[src/rtl/pfq_pkg.sv]
package pfq_pkg;

    localparam int BYTE_W = 8;
    localparam int BUS_W  = 16;

    typedef logic [BYTE_W-1:0] byte_t;

    typedef enum logic [1:0] {
        FS_IDLE,
        FS_REQ,
        FS_WAIT,
        FS_DRAIN
    } fetch_state_e;

endpackage

[src/rtl/pfq_addr_gen.sv]
module pfq_addr_gen #(
    parameter int SEGW  = 16,
    parameter int IPW   = 16,
    parameter int PAW   = 20,
    parameter int SHIFT = 4
) (
    input  logic [SEGW-1:0] seg,
    input  logic [IPW-1:0]  ptr,
    output logic [PAW-1:0]  addr
);

    logic [PAW-1:0] seg_base;
    logic [PAW-1:0] word_off;

    // Segment scaled by 16, pointer rounded down to its word.
    assign seg_base = PAW'({seg, {SHIFT{1'b0}}});
    assign word_off = PAW'({ptr[IPW-1:1], 1'b0});
    assign addr     = seg_base + word_off;

endmodule

[src/rtl/pfq_byte_ring.sv]
module pfq_byte_ring
    import pfq_pkg::*;
#(
    parameter int DEPTH = 6,
    parameter int CW    = $clog2(DEPTH + 1),
    parameter int PW    = $clog2(DEPTH)
) (
    input  logic          clk,
    input  logic          rst_n,
    input  logic          flush,
    input  logic [1:0]    wr_cnt,
    input  byte_t         wr_b0,
    input  byte_t         wr_b1,
    input  logic          pop_req,
    output byte_t         head,
    output logic          head_valid,
    output logic [CW-1:0] level,
    output logic [PW-1:0] rd_idx
);

    localparam logic [PW-1:0] LAST = PW'(DEPTH - 1);

    function automatic logic [PW-1:0] step(input logic [PW-1:0] i);
        return (i == LAST) ? '0 : i + 1'b1;
    endfunction

    logic [PW-1:0] wr_idx;
    logic [PW-1:0] wr_idx_p1;
    logic          pop_ok;
    byte_t         slot [DEPTH];

    assign wr_idx_p1  = step(wr_idx);
    assign head_valid = (level != '0);
    assign pop_ok     = pop_req && head_valid && !flush;
    assign head       = slot[rd_idx];

    // Pointer and fill-level bookkeeping; flush overrides everything.
    always_ff @(posedge clk) begin
        if (!rst_n || flush) begin
            wr_idx <= '0;
            rd_idx <= '0;
            level  <= '0;
        end else begin
            unique case (wr_cnt)
                2'd1:    wr_idx <= wr_idx_p1;
                2'd2:    wr_idx <= step(wr_idx_p1);
                default: wr_idx <= wr_idx;
            endcase
            if (pop_ok) begin
                rd_idx <= step(rd_idx);
            end
            level <= CW'(level + CW'(wr_cnt) - CW'(pop_ok));
        end
    end

    // One write-enable decode per slot.
    for (genvar g = 0; g < DEPTH; g++) begin : g_slot
        logic hit_lo;
        logic hit_hi;
        assign hit_lo = !flush && (wr_cnt != 2'd0) && (wr_idx == PW'(g));
        assign hit_hi = !flush && (wr_cnt == 2'd2) && (wr_idx_p1 == PW'(g));

        always_ff @(posedge clk) begin
            if (!rst_n) begin
                slot[g] <= '0;
            end else if (hit_lo) begin
                slot[g] <= wr_b0;
            end else if (hit_hi) begin
                slot[g] <= wr_b1;
            end
        end
    end

endmodule

[src/rtl/pfq_fetch_fsm.sv]
module pfq_fetch_fsm
    import pfq_pkg::*;
#(
    parameter int              DEPTH  = 6,
    parameter int              CW     = $clog2(DEPTH + 1),
    parameter int              SEGW   = 16,
    parameter int              IPW    = 16,
    parameter logic [SEGW-1:0] RST_CS = '1,
    parameter logic [IPW-1:0]  RST_IP = '0
) (
    input  logic            clk,
    input  logic            rst_n,
    input  logic            redirect,
    input  logic [SEGW-1:0] tgt_cs,
    input  logic [IPW-1:0]  tgt_ip,
    input  logic [CW-1:0]   level,
    input  logic            mem_gnt,
    input  logic            mem_rvalid,
    input  logic [BUS_W-1:0] mem_rdata,
    output logic            mem_req,
    output logic [SEGW-1:0] cur_cs,
    output logic [IPW-1:0]  cur_ptr,
    output logic [1:0]      wr_cnt,
    output byte_t           wr_b0,
    output byte_t           wr_b1
);

    localparam logic [CW-1:0] ROOM_MAX = CW'(DEPTH - 2);

    fetch_state_e state, state_nx;
    logic         skip_lo;
    logic         take_word;
    logic         has_room;

    assign has_room = (level <= ROOM_MAX);

    // State register.
    always_ff @(posedge clk) begin
        if (!rst_n) begin
            state <= FS_IDLE;
        end else begin
            state <= state_nx;
        end
    end

    // Next-state logic.
    always_comb begin
        state_nx = state;
        unique case (state)
            FS_IDLE: begin
                if (!redirect && has_room) begin
                    state_nx = FS_REQ;
                end
            end
            FS_REQ: begin
                if (mem_gnt) begin
                    state_nx = redirect ? FS_DRAIN : FS_WAIT;
                end
            end
            FS_WAIT: begin
                if (mem_rvalid) begin
                    state_nx = FS_IDLE;
                end else if (redirect) begin
                    state_nx = FS_DRAIN;
                end
            end
            FS_DRAIN: begin
                if (mem_rvalid) begin
                    state_nx = FS_IDLE;
                end
            end
            default: state_nx = FS_IDLE;
        endcase
    end

    // Outputs: request strobe and byte write into the store.
    always_comb begin
        mem_req   = 1'b0;
        take_word = 1'b0;
        unique case (state)
            FS_REQ:  mem_req   = 1'b1;
            FS_WAIT: take_word = mem_rvalid && !redirect;
            default: ;
        endcase
        wr_cnt = take_word ? (skip_lo ? 2'd1 : 2'd2) : 2'd0;
        wr_b0  = skip_lo ? mem_rdata[2*BYTE_W-1:BYTE_W] : mem_rdata[BYTE_W-1:0];
        wr_b1  = mem_rdata[2*BYTE_W-1:BYTE_W];
    end

    // Segment, pointer and odd-target skip flag.
    always_ff @(posedge clk) begin
        if (!rst_n) begin
            cur_cs  <= RST_CS;
            cur_ptr <= RST_IP;
            skip_lo <= RST_IP[0];
        end else if (redirect) begin
            cur_cs  <= tgt_cs;
            cur_ptr <= tgt_ip;
            skip_lo <= tgt_ip[0];
        end else if (take_word) begin
            cur_ptr <= {cur_ptr[IPW-1:1] + 1'b1, 1'b0};
            skip_lo <= 1'b0;
        end
    end

endmodule

[src/rtl/prefetch_bq.sv]
module prefetch_bq
    import pfq_pkg::*;
#(
    parameter int              QDEPTH = 6,
    parameter int              SEGW   = 16,
    parameter int              IPW    = 16,
    parameter int              PAW    = 20,
    parameter logic [SEGW-1:0] RST_CS = '1,
    parameter logic [IPW-1:0]  RST_IP = '0
) (
    input  logic             clk,
    input  logic             rst_n,
    input  logic             redirect,
    input  logic [SEGW-1:0]  redirect_cs,
    input  logic [IPW-1:0]   redirect_ip,
    input  logic             pop,
    output logic [BYTE_W-1:0] byte_out,
    output logic             byte_valid,
    output logic             mem_req,
    output logic [PAW-1:0]   mem_addr,
    input  logic             mem_gnt,
    input  logic             mem_rvalid,
    input  logic [BUS_W-1:0] mem_rdata
);

    localparam int CW = $clog2(QDEPTH + 1);
    localparam int PW = $clog2(QDEPTH);

    logic [CW-1:0]   q_level;
    logic [PW-1:0]   q_rd_idx;
    logic [SEGW-1:0] cur_cs;
    logic [IPW-1:0]  cur_ptr;
    logic [1:0]      wr_cnt;
    byte_t           wr_b0;
    byte_t           wr_b1;

    pfq_fetch_fsm #(
        .DEPTH (QDEPTH),
        .CW    (CW),
        .SEGW  (SEGW),
        .IPW   (IPW),
        .RST_CS(RST_CS),
        .RST_IP(RST_IP)
    ) u_fsm (
        .clk       (clk),
        .rst_n     (rst_n),
        .redirect  (redirect),
        .tgt_cs    (redirect_cs),
        .tgt_ip    (redirect_ip),
        .level     (q_level),
        .mem_gnt   (mem_gnt),
        .mem_rvalid(mem_rvalid),
        .mem_rdata (mem_rdata),
        .mem_req   (mem_req),
        .cur_cs    (cur_cs),
        .cur_ptr   (cur_ptr),
        .wr_cnt    (wr_cnt),
        .wr_b0     (wr_b0),
        .wr_b1     (wr_b1)
    );

    pfq_addr_gen #(
        .SEGW (SEGW),
        .IPW  (IPW),
        .PAW  (PAW),
        .SHIFT(4)
    ) u_agen (
        .seg (cur_cs),
        .ptr (cur_ptr),
        .addr(mem_addr)
    );

    pfq_byte_ring #(
        .DEPTH(QDEPTH),
        .CW   (CW),
        .PW   (PW)
    ) u_ring (
        .clk       (clk),
        .rst_n     (rst_n),
        .flush     (redirect),
        .wr_cnt    (wr_cnt),
        .wr_b0     (wr_b0),
        .wr_b1     (wr_b1),
        .pop_req   (pop),
        .head      (byte_out),
        .head_valid(byte_valid),
        .level     (q_level),
        .rd_idx    (q_rd_idx)
    );

endmodule

[config.mk]
export PLATFORM = sky130hd
export DESIGN_NAME = prefetch_bq
export DESIGN_NICKNAME = d
export VERILOG_FILES = /design/src/rtl/pfq_pkg.sv /design/src/rtl/pfq_addr_gen.sv /design/src/rtl/pfq_byte_ring.sv /design/src/rtl/pfq_fetch_fsm.sv /design/src/rtl/prefetch_bq.sv
export SDC_FILE = /design/constraint.sdc
export NUM_CORES = 1
export LEC_CHECK = 0
export BUFFER_PORTS_ARGS = -buffer_cell sky130_fd_sc_hd__buf_4
export CAP_MARGIN = 25
export CORE_ASPECT_RATIO = 0.7
export CORE_MARGIN = 2
export CORE_UTILIZATION = 45
export CTS_CLUSTER_DIAMETER = 30
export DETAILED_ROUTE_END_ITERATION = 10
export HOLD_SLACK_MARGIN = 0.02
export PLACE_DENSITY = 0.71
export SYNTH_ARGS = -nofsm -noshare
export SYNTH_HDL_FRONTEND = slang
export SYNTH_SLANG_ARGS = --single-unit
[constraint.sdc]
create_clock -name clk -period 2.8 [get_ports clk]
set_input_delay 0.56 -clock clk [delete_from_list [all_inputs] [get_ports clk]]
set_output_delay 0.56 -clock clk [all_outputs]
set_load 0.01 [all_outputs]
After elaboration in Yosys (flattened, before gate mapping)
Memories as Yosys holds them, arrays and structs flattened. A register that Yosys moved wholly into a read port is not among the register bits.
Index checks and enable logic that the tools add are counted.
{ "classes": {"addsub": 7, "n_mul": 0, "div": 0, "order_cmp": 1, "eq_ne": 20, "n_shift": 0, "mux": 77, "bitwise": 12, "reduce_logical": 29} }
{ "op_table": {"columns": ["cell", "n"], "rows": [
  ["two-way mux 8 bit", 13],
  ["two-way mux 1 bit", 48],
  ["two-way mux 16 bit", 2],
  ["adder 20 x 16 -> 20 bit", 1],
  ["logical AND 1 bit", 18],
  ["adder 15 x 1 -> 15 bit, second input constant", 1],
  ["== test 3 bit, second input constant", 5],
  ["two-way mux 3 bit", 5],
  ["two-way mux 2 bit", 7],
  ["== test 3 x 2 -> 1 bit, second input constant", 4],
  ["bitwise OR 1 bit", 12],
  ["adder 3 x 1 -> 3 bit, second input constant", 3],
  ["case mux 2 bit (4 select lines)", 1],
  ["== test 2 bit, second input constant", 3],
  ["== test 3 x 1 -> 1 bit, second input constant", 2],
  ["logical NOT 3 bit", 2],
  ["case mux 3 bit (2 select lines)", 1],
  ["nonzero test 2 bit", 3],
  ["== test 2 x 1 -> 1 bit, second input constant", 2],
  ["inequality test 2 bit, second input constant", 2],
  ["AND reduction 4 bit", 1],
  ["adder 3 x 2 -> 3 bit", 1],
  ["less-or-equal comparator 3 bit, second input constant", 1],
  ["inequality test 3 bit, second input constant", 1],
  ["other kinds (6)", 7]
]} }
{ "totals": {"regBits": 44, "latchBits": 0, "mem_bits_rw": 48, "rom_bits": 0, "in_bits": 54, "out_inout_bits": 30, "word_cells": 154, "memories": 1} }
{ "mem_list": {"columns": ["memory", "depth", "word_bits", "rd", "rd_ports_with_merged_regs", "write_ports", "line_no", "text"], "rows": [
  ["u_ring.slot", 6, 8, 1, 1, 6, "pfq_byte_ring.sv:30", "byte_t slot [DEPTH];"]
]} }

Longest topological paths before layout
Gate-level depths: netlist (run 1).
{ "depth": {"word_depth": 12, "mapped_depth": 12, "depth_no_buf": 10} }

Cells and area by module
Synthesis (run 1) repeated with hierarchy kept, for this count alone.
{ "unflattened": {"hier_cells": 537, "area_unflattened_um2": 5612.9} }
{ "modules_own_cells": {"columns": ["mod", "n_inst", "cells_each", "area_per_inst_um2", "seq_area_each_um2"], "rows": [
  ["pfq_byte_ring", 1, 248, 3166.8, 1681.6],
  ["pfq_fetch_fsm", 1, 188, 1695.4, 680.7],
  ["pfq_addr_gen", 1, 101, 750.7, 0.0]
]} }

Worst setup path after synthesis (run 1)
Ideal clock, no wire load.
{ "synth_path": {"kind": "input port to flip-flop", "start": "input redirect", "end": "memory u_ring.slot[1][0] (netlist name), enable pin", "setup_time_ns": 0.384, "arrival_ns": 2.538, "t_required_ns": 2.416, "setup_slack_ns": -0.122, "stages": 9, "n_path_buf": 2, "path_cell_list": "buf_2 -> inv_1 -> clkbuf_1 -> nand3_1 -> ha_1 -> nor3_1 -> nand2_1 -> o21a_1 -> o21ai_0"} }
{ "synth_lines": {"columns": ["element", "line_no", "text"], "rows": [
  ["start: declaration", "prefetch_bq.sv:13", "input logic redirect,"],
  ["end: declaration", "pfq_byte_ring.sv:30", null]
]} }

Final worst setup path (run 1)
{ "layout_path": {"start": "register u_fsm.cur_ptr[10]", "end": "output mem_addr[19]"} }
{ "layout_via": {"elab_chain_len": 1} }
{ "layout_lines": {"columns": ["element", "line_no", "text"], "rows": [
  ["start: declaration", "pfq_fetch_fsm.sv:22", "output logic [IPW-1:0] cur_ptr,"],
  ["start signal: assignment", "pfq_fetch_fsm.sv:98", "cur_ptr <= tgt_ip;"],
  ["start signal: assignment", "pfq_fetch_fsm.sv:101", "cur_ptr <= {cur_ptr[IPW-1:1] + 1'b1, 1'b0};"],
  ["adder 20 x 16 -> 20 bit", "pfq_addr_gen.sv:18", "assign addr = seg_base + word_off;"],
  ["end: declaration", "prefetch_bq.sv:20", "output logic [PAW-1:0] mem_addr,"]
]} }
No other way between the ends.

==> results.ini, run 1 <==
[die]
start_util=0.459
die_h_um=95.3
dieArea_sq_um=12800
ioPinCount=84
dieWidth_um=134
coreArea_sq_um=11700
rows=33

[sta]
timing.final.ws_setup_ps=-156
period_needed_ps=2960
hold_viol=0
whs_ps=430
slew_headroom=0.399
worstMarginPinSlew_ps=902
slew_violations=0
fmax_mhz=338
fin_tns_setup_ps=-833
finalSetupViolCount=8
period_share=1.06
rsz0062_at_grt=true
fin_skew_ps=8.37

[logic_synthesis]
async_flop_share=0
synth_fp_nets=603
syn-cell-area_sq_um=5360
synth_edf_count=48
synth_seq_cells=94
avgSynthCellArea_sq_um=10.2
ys_types=62
yosys_most_used_dff=edfxtp_1
synthCells=528
ys_seq_area_frac=0.440
ys_warn_count=0

[outcome]
status=finished, violations left
violations=negative setup slack

[power]
total_power_uw=3370
p_per_area_nw_per_um2=506
power.leakage_uw=0.00269
irDropWorstVdd_mv=0.302

[clock_network]
root_buffer=clkbuf_16
insertion_delay_ps=350
path_clk_slew_ps=70
cts_buffers=9
cts_buffer_depth=2
cts_hold_buf=0
cts_tree=yes
cts_sinks=94
htree_levels=3

[grt]
grt_pass1_vias=4312
grtUsageTotal=0.224
grt-ovfl-total=0
grt_max_degree=49
grt_first_pass_wirelength_um=22300
antenna_found_initial=0

[critical_path]
cp_slowest_cell=ha_2
path_delay_family=compound AO/OA/AOI/OAI gates
startpoint=u_fsm.cur_ptr[10]$_SDFFE_PN0P_
r2r-start=u_ring.wr_idx[2]$_SDFFE_PP0P_
worstPathCellList=ha_2 -> o21a_1 -> o21ai_0 -> a211o_1 -> and2_4 -> a311o_1 -> buf_4
required_ps=2240
start_kind=flip-flop
reg2reg_slack_ps=330
r2r-end=u_ring.slot[3][7]$_DFFE_PP_
crit_fanout=5
crit_cells=7
crit_type=reg -> out
max_stage_delay_ps=400
critPathCaptureType=output pin
arrival_ps=2400
cp-endpoint=mem_addr[19]
r2r_cells=7
cp_num_buf_inv=1

[cells_and_area]
n_antenna_cell=0
fin_nets=699
synthToLayoutAreaGrowth_pct=24.4
drive_gt1_frac=0.261

[placement]
dp_hpwl_um=9890
io_buffers=82
routabilityCongestion=0.911

[hold_path]
hold_path_depth=3
hp-class=in -> reg

[drt]
drc=0
finalWirelength_um=14000
viasPerCell=5.80
ant_nets=0
drtPass1Iterations=5
num_vias=4562
drtIter0Drc=500
wire_per_inst_um=17.8

[job]
max_cap_violations=0

-- cell families (layout without fill, tap and decap cells) --
family	Yosys count	count (layout)	share of synthesized area
and+or+nand+nor	160	160	0.152
AOI/OAI and AO/OA	145	145	0.193
DFF	94	94	0.440
buffers and inverters	46	147	0.0357
muxes	33	33	0.0802
xor gates and xnor gates	28	28	0.0457
adders and majority gates	21	21	0.0518
other	1	1	0.000699
-- report_power, final --
part | internal, uW | total, uW | switching, uW
clock network | 610 | 1150 | 541
logic | 343 | 678 | 335
registers | 1500 | 1550 | 45.7
total | 2450 | 3370 | 921
-- area by class of cell --
cell class | count | area (sq um)
clock buffers | 10 | 229
inverters | 13 | 48.8
multi-input cells | 388 | 2890
clock inverters | 6 | 46.3
flip-flops and latches | 94 | 2370
repair buffers | 118 | 893
fillers | 1014 | 5010
well taps | 157 | 196
-- synth_stat cells (all sizes together) (9+ instances only) --
| cell | number | area share |
|---|---|---|
| o21ai | 22 | 0.021 |
| nor3 | 10 | 0.011 |
| a22o | 48 | 0.078 |
| ha | 19 | 0.044 |
| buf | 11 | 0.011 |
| mux2i | 25 | 0.047 |
| inv | 13 | 0.0091 |
| edfxtp | 48 | 0.27 |
| and3 | 9 | 0.010 |
| nand2 | 56 | 0.039 |
| xnor2 | 16 | 0.026 |
| clkbuf | 22 | 0.015 |
| a21oi | 42 | 0.042 |
| xor2 | 12 | 0.020 |
| dfxtp | 46 | 0.17 |
| nor2 | 31 | 0.022 |
| nand3 | 12 | 0.011 |
-- layout by cell type (no fill, tap or decap), drive strengths merged, types with 5 or more instances in the layout --
cell type | Yosys | routed
inv | 13 | 15
and2 | 8 | 8
nand2b | 7 | 7
edfxtp | 48 | 48
ha | 19 | 19
a22o | 48 | 48
nor3 | 10 | 10
and3 | 9 | 9
nand3 | 12 | 12
clkbuf | 22 | 10
xnor2 | 16 | 16
mux4 | 8 | 8
a21oi | 42 | 42
a21o | 5 | 5
o21ai | 22 | 22
dfxtp | 46 | 46
nand2 | 56 | 56
mux2i | 25 | 25
xor2 | 12 | 12
nor2 | 31 | 31
buf | 11 | 118
-- metrics by stage --
stage	instances	worst slack, ps	cell area [sq um]	util
after floorplan	528	95.1	5360	-
after global placement	761	81.0	6240	0.534
after detailed placement	761	24.7	6240	0.534
after CTS	785	-169	6640	0.568
after global routing	786	-267	6670	0.571
final	786	-156	6670	0.571
-- what timing repair did --
item | CTS | global route
pin swaps | 14 | 9
setup buffers | 8 | 1
resized for setup | 19 | 5
setup endpoints to repair | 7 | 9
-- worst min path at each step --
| stage | startpoint | slack, ps | end |
|---|---|---|---|
| 2_1_floorplan | u_fsm.cur_cs[2]$_SDFFE_PN1P_ | 450 | u_fsm.cur_cs[2]$_SDFFE_PN1P_ |
| 3_5_place_dp | u_fsm.cur_cs[0]$_SDFFE_PN1P_ | 470 | u_fsm.cur_cs[0]$_SDFFE_PN1P_ |
| 5_1_grt | redirect_cs[2] | 430 | u_fsm.cur_cs[2]$_SDFFE_PN1P_ |
| 6_report | redirect_cs[2] | 430 | u_fsm.cur_cs[2]$_SDFFE_PN1P_ |
| 3_3_place_gp | u_fsm.cur_cs[0]$_SDFFE_PN1P_ | 460 | u_fsm.cur_cs[0]$_SDFFE_PN1P_ |
| 4_1_cts | redirect_cs[2] | 420 | u_fsm.cur_cs[2]$_SDFFE_PN1P_ |
-- registers in the layout, indices dropped and copies added (netlist names), named ones only --
| signal | count |
|---|---|
| u_ring.slot | 48 |
| u_fsm.cur_cs | 16 |
| u_fsm.cur_ptr | 15 |
| u_ring.level | 3 |
| u_ring.rd_idx | 3 |
| u_ring.wr_idx | 3 |
| u_fsm.state | 2 |
| u_fsm.skip_lo | 1 |
-- worst reg2reg max path: cells and delay by family, from the launching register on --
family                   cells  cell delay (ps)
AND/OR/NAND/NOR              1               80
adder cells (fa/ha/maj)      2              520
buffers and inverters        1              110
flip-flops                   1              550
AO/OA/AOI/OAI                3             1100
-- layer usage --
metal,wire [um],global-route usage,share of wire,vias up
met4,143,0.0535,0.010,0
li1,-,-,-,2164
met5,0,0,0,-
met1,6400,0.311,0.46,2203
met3,1040,0.0542,0.075,14
met2,6370,0.355,0.46,181
No activity file was read; power rests on OpenSTA's default activity.
==> run 2: changes to the inputs <==
--- a/config.mk
+++ b/config.mk
@@ -14,6 +14,7 @@
 export DETAILED_ROUTE_END_ITERATION = 10
 export HOLD_SLACK_MARGIN = 0.02
 export PLACE_DENSITY = 0.71
+export REMOVE_ABC_BUFFERS = 1
 export SYNTH_ARGS = -nofsm -noshare
 export SYNTH_HDL_FRONTEND = slang
 export SYNTH_SLANG_ARGS = --single-unit
==> run 2 against run 1 <==
  * The run still ends with negative setup slack left
  * Highest routed layer unchanged
  * Non-clock buffer count increased by 1
  * Routed wire length increased by 0.94%
  * Cell area increased by 1.6%
  * Largest cell class unchanged
==> results.ini, run 2 (synthesis results as in run 1) <==
[outcome]
status=finished, violations left  ; unchanged
violations=negative setup slack  ; unchanged

[critical_path]
reg2reg_slack_ps=350  ; was 330 ps
worstPathCellList=ha_4 -> fa_2 -> a21o_1 -> a221oi_2 -> buf_4 -> o211ai_1 -> a31oi_1 -> xnor2_1 -> buf_4  ; was ha_2 -> o21a_1 -> o21ai_0 -> a211o_1 -> and2_4 -> a311o_1 -> buf_4
crit_fanout=2  ; was 5
worst_path_most_repeated_cell=buf_4
r2r_cells=7  ; unchanged
critPathCaptureType=output pin  ; unchanged
cp_slowest_cell=dfxtp_2  ; was ha_2
start_kind=flip-flop  ; unchanged
arrival_ps=2440  ; was 2400 ps
max_stage_delay_ps=340  ; was 400 ps
required_ps=2240  ; about the same
crit_type=reg -> out  ; unchanged

[placement]
dp_hpwl_um=9790  ; was 9890 um
io_buffers=82  ; unchanged
routabilityCongestion=0.942  ; was 0.911

[cells_and_area]
fillers=999  ; was 1014
mostFrequentLayoutCell=buf_4  ; unchanged
largest-register=u_ring.slot  ; unchanged
multi_input_area_sq_um=2940  ; was 2890 sq um
synthToLayoutAreaGrowth_pct=26.3  ; was 24.4%
largest_reg_flops=48  ; unchanged
final_cell_mix=116 x buf_4, 55 x nand2_1, 48 x a22o_1, 48 x edfxtp_1, 43 x dfxtp_1  ; was 116 x buf_4, 56 x nand2_1, 48 x a22o_1, 48 x edfxtp_1, 42 x dfxtp_1
fin_nets=700  ; was 699
final_core_util=0.580  ; was 0.571
drive_gt1_frac=0.271  ; was 0.261
n_antenna_cell=0  ; unchanged
seqCellArea_sq_um=2370  ; about the same
reg.largest.list=u_ring.slot x48, u_fsm.cur_cs x16, u_fsm.cur_ptr x15  ; unchanged

[job]
max_cap_violations=0  ; unchanged

[power]
p_per_area_nw_per_um2=522  ; was 506 nW/um^2
power.leakage_uw=0.00272  ; was 0.00269 uW
comb_power_share=0.199  ; was 0.201
p_int_uw=2570  ; was 2450 uW
p_switching_uw=963  ; was 921 uW
irDropWorstVdd_mv=0.322  ; was 0.302 mV
p_clk_frac=0.364  ; was 0.341
p_sw_frac=0.272  ; was 0.273
seqPwrFrac=0.438  ; was 0.458

[die]
ioPinCount=84  ; unchanged
die_h_um=95.3  ; unchanged
coreArea_sq_um=11700  ; unchanged
rows=33  ; unchanged
start_util=0.459  ; unchanged
dieArea_sq_um=12800  ; unchanged
dieWidth_um=134  ; unchanged

[drt]
drtPass1Iterations=5  ; unchanged
drtIter0Drc=385  ; was 500
drc=0  ; unchanged
ant_nets=0  ; unchanged
finalWirelength_um=14100  ; was 14000 um
wire_per_inst_um=17.9  ; was 17.8 um
viasPerCell=5.79  ; was 5.80
num_vias=4560  ; was 4562

[clock_network]
root_buffer=clkbuf_16  ; unchanged
cts_tree=yes  ; unchanged
htree_levels=3  ; unchanged
cts_buffers=9  ; unchanged
cts_sinks=94  ; unchanged
path_clk_slew_ps=70  ; about the same
cts_buffer_depth=2  ; unchanged
insertion_delay_ps=340  ; was 350 ps
cts_hold_buf=0  ; unchanged

[sta]
period_share=1.07  ; was 1.06
fin_skew_ps=9.35  ; was 8.37 ps
rsz0062_at_grt=true  ; unchanged
fin_tns_setup_ps=-668  ; was -833 ps
timing.final.ws_setup_ps=-198  ; was -156 ps
finalSetupViolCount=7  ; was 8
slew_headroom=0.433  ; was 0.399
period_needed_ps=3000  ; was 2960 ps
whs_ps=428  ; was 430 ps
hold_viol=0  ; unchanged
slew_violations=0  ; unchanged
fmax_mhz=334  ; was 338 MHz
worstMarginPinSlew_ps=851  ; was 902 ps

[grt]
antenna_found_initial=0  ; unchanged
grt_pass1_vias=4550  ; was 4312
grt_max_degree=31  ; was 49
grtUsageTotal=0.230  ; was 0.224
grt_first_pass_wirelength_um=22900  ; was 22300 um
grt-ovfl-total=0  ; unchanged

[hold_path]
hold_path_depth=3  ; unchanged
hp-class=in -> reg  ; unchanged

## run 2: power groups by stage
stage | registers, uW | clock network, uW | logic, uW
6_report | 1550 | 1290 | 702
5_1_grt | 1550 | 1380 | 768
4_1_cts | 1550 | 1310 | 666
3_5_place_dp | 1570 | 0 | 604
3_3_place_gp | 1570 | 0 | 593
2_1_floorplan | 1560 | 0 | 315
## run 2: cell type report
type	instances	share of cell area
clock buffer	9	0.0332
clock inverter	7	0.0131
inverter	13	0.00720
multi-input combinational	388	0.434
sequential	94	0.350
tap	157	0.0290
timing repair buffer	119	0.133
## run 2: critical path, delay by kind of cell (launching register included)
family	cells	cell delay [ps]
AOI/OAI and AO/OA	4	790
xor gates and xnor gates	1	160
adders and majority gates	2	500
buffers and inverters	2	310
DFF	1	340
## run 2: timing repair
item | CTS | global route
resized for setup | 24 | 9
pin swaps | 8 | 2
setup buffers | 6 | 3
endpoints found under the setup margin | 7 | 9
## run 2: path summary, 6_finish.rpt
path | from | end
worst max-delay path | u_fsm.cur_ptr[4]$_SDFFE_PN0P_ | mem_addr[16]
worst min-delay path | redirect_cs[3] | u_fsm.cur_cs[3]$_SDFFE_PN1P_
worst min register to register | u_fsm.cur_cs[4]$_SDFFE_PN1P_ | u_fsm.cur_cs[4]$_SDFFE_PN1P_
worst max register to register | u_ring.wr_idx[2]$_SDFFE_PP0P_ | u_ring.slot[3][2]$_DFFE_PP_
## run 2: metal layers
layer / track usage / share of wire
met4: 0.0719 / 0.010
met1: 0.324 / 0.46
met2: 0.362 / 0.46
met3: 0.0415 / 0.068
met5: 0 / 0
## run 2: per-stage QoR
stage          cell area (sq um)  total power, uW  std cells  setup WS [ps]
2_1_floorplan               5220             1880        495          -24.1
3_3_place_gp                6240             2160        762           64.2
3_5_place_dp                6240             2180        762          -6.36
4_1_cts                     6700             3520        784           -167
5_1_grt                     6780             3700        787           -298
6_report                    6780             3540        787           -198
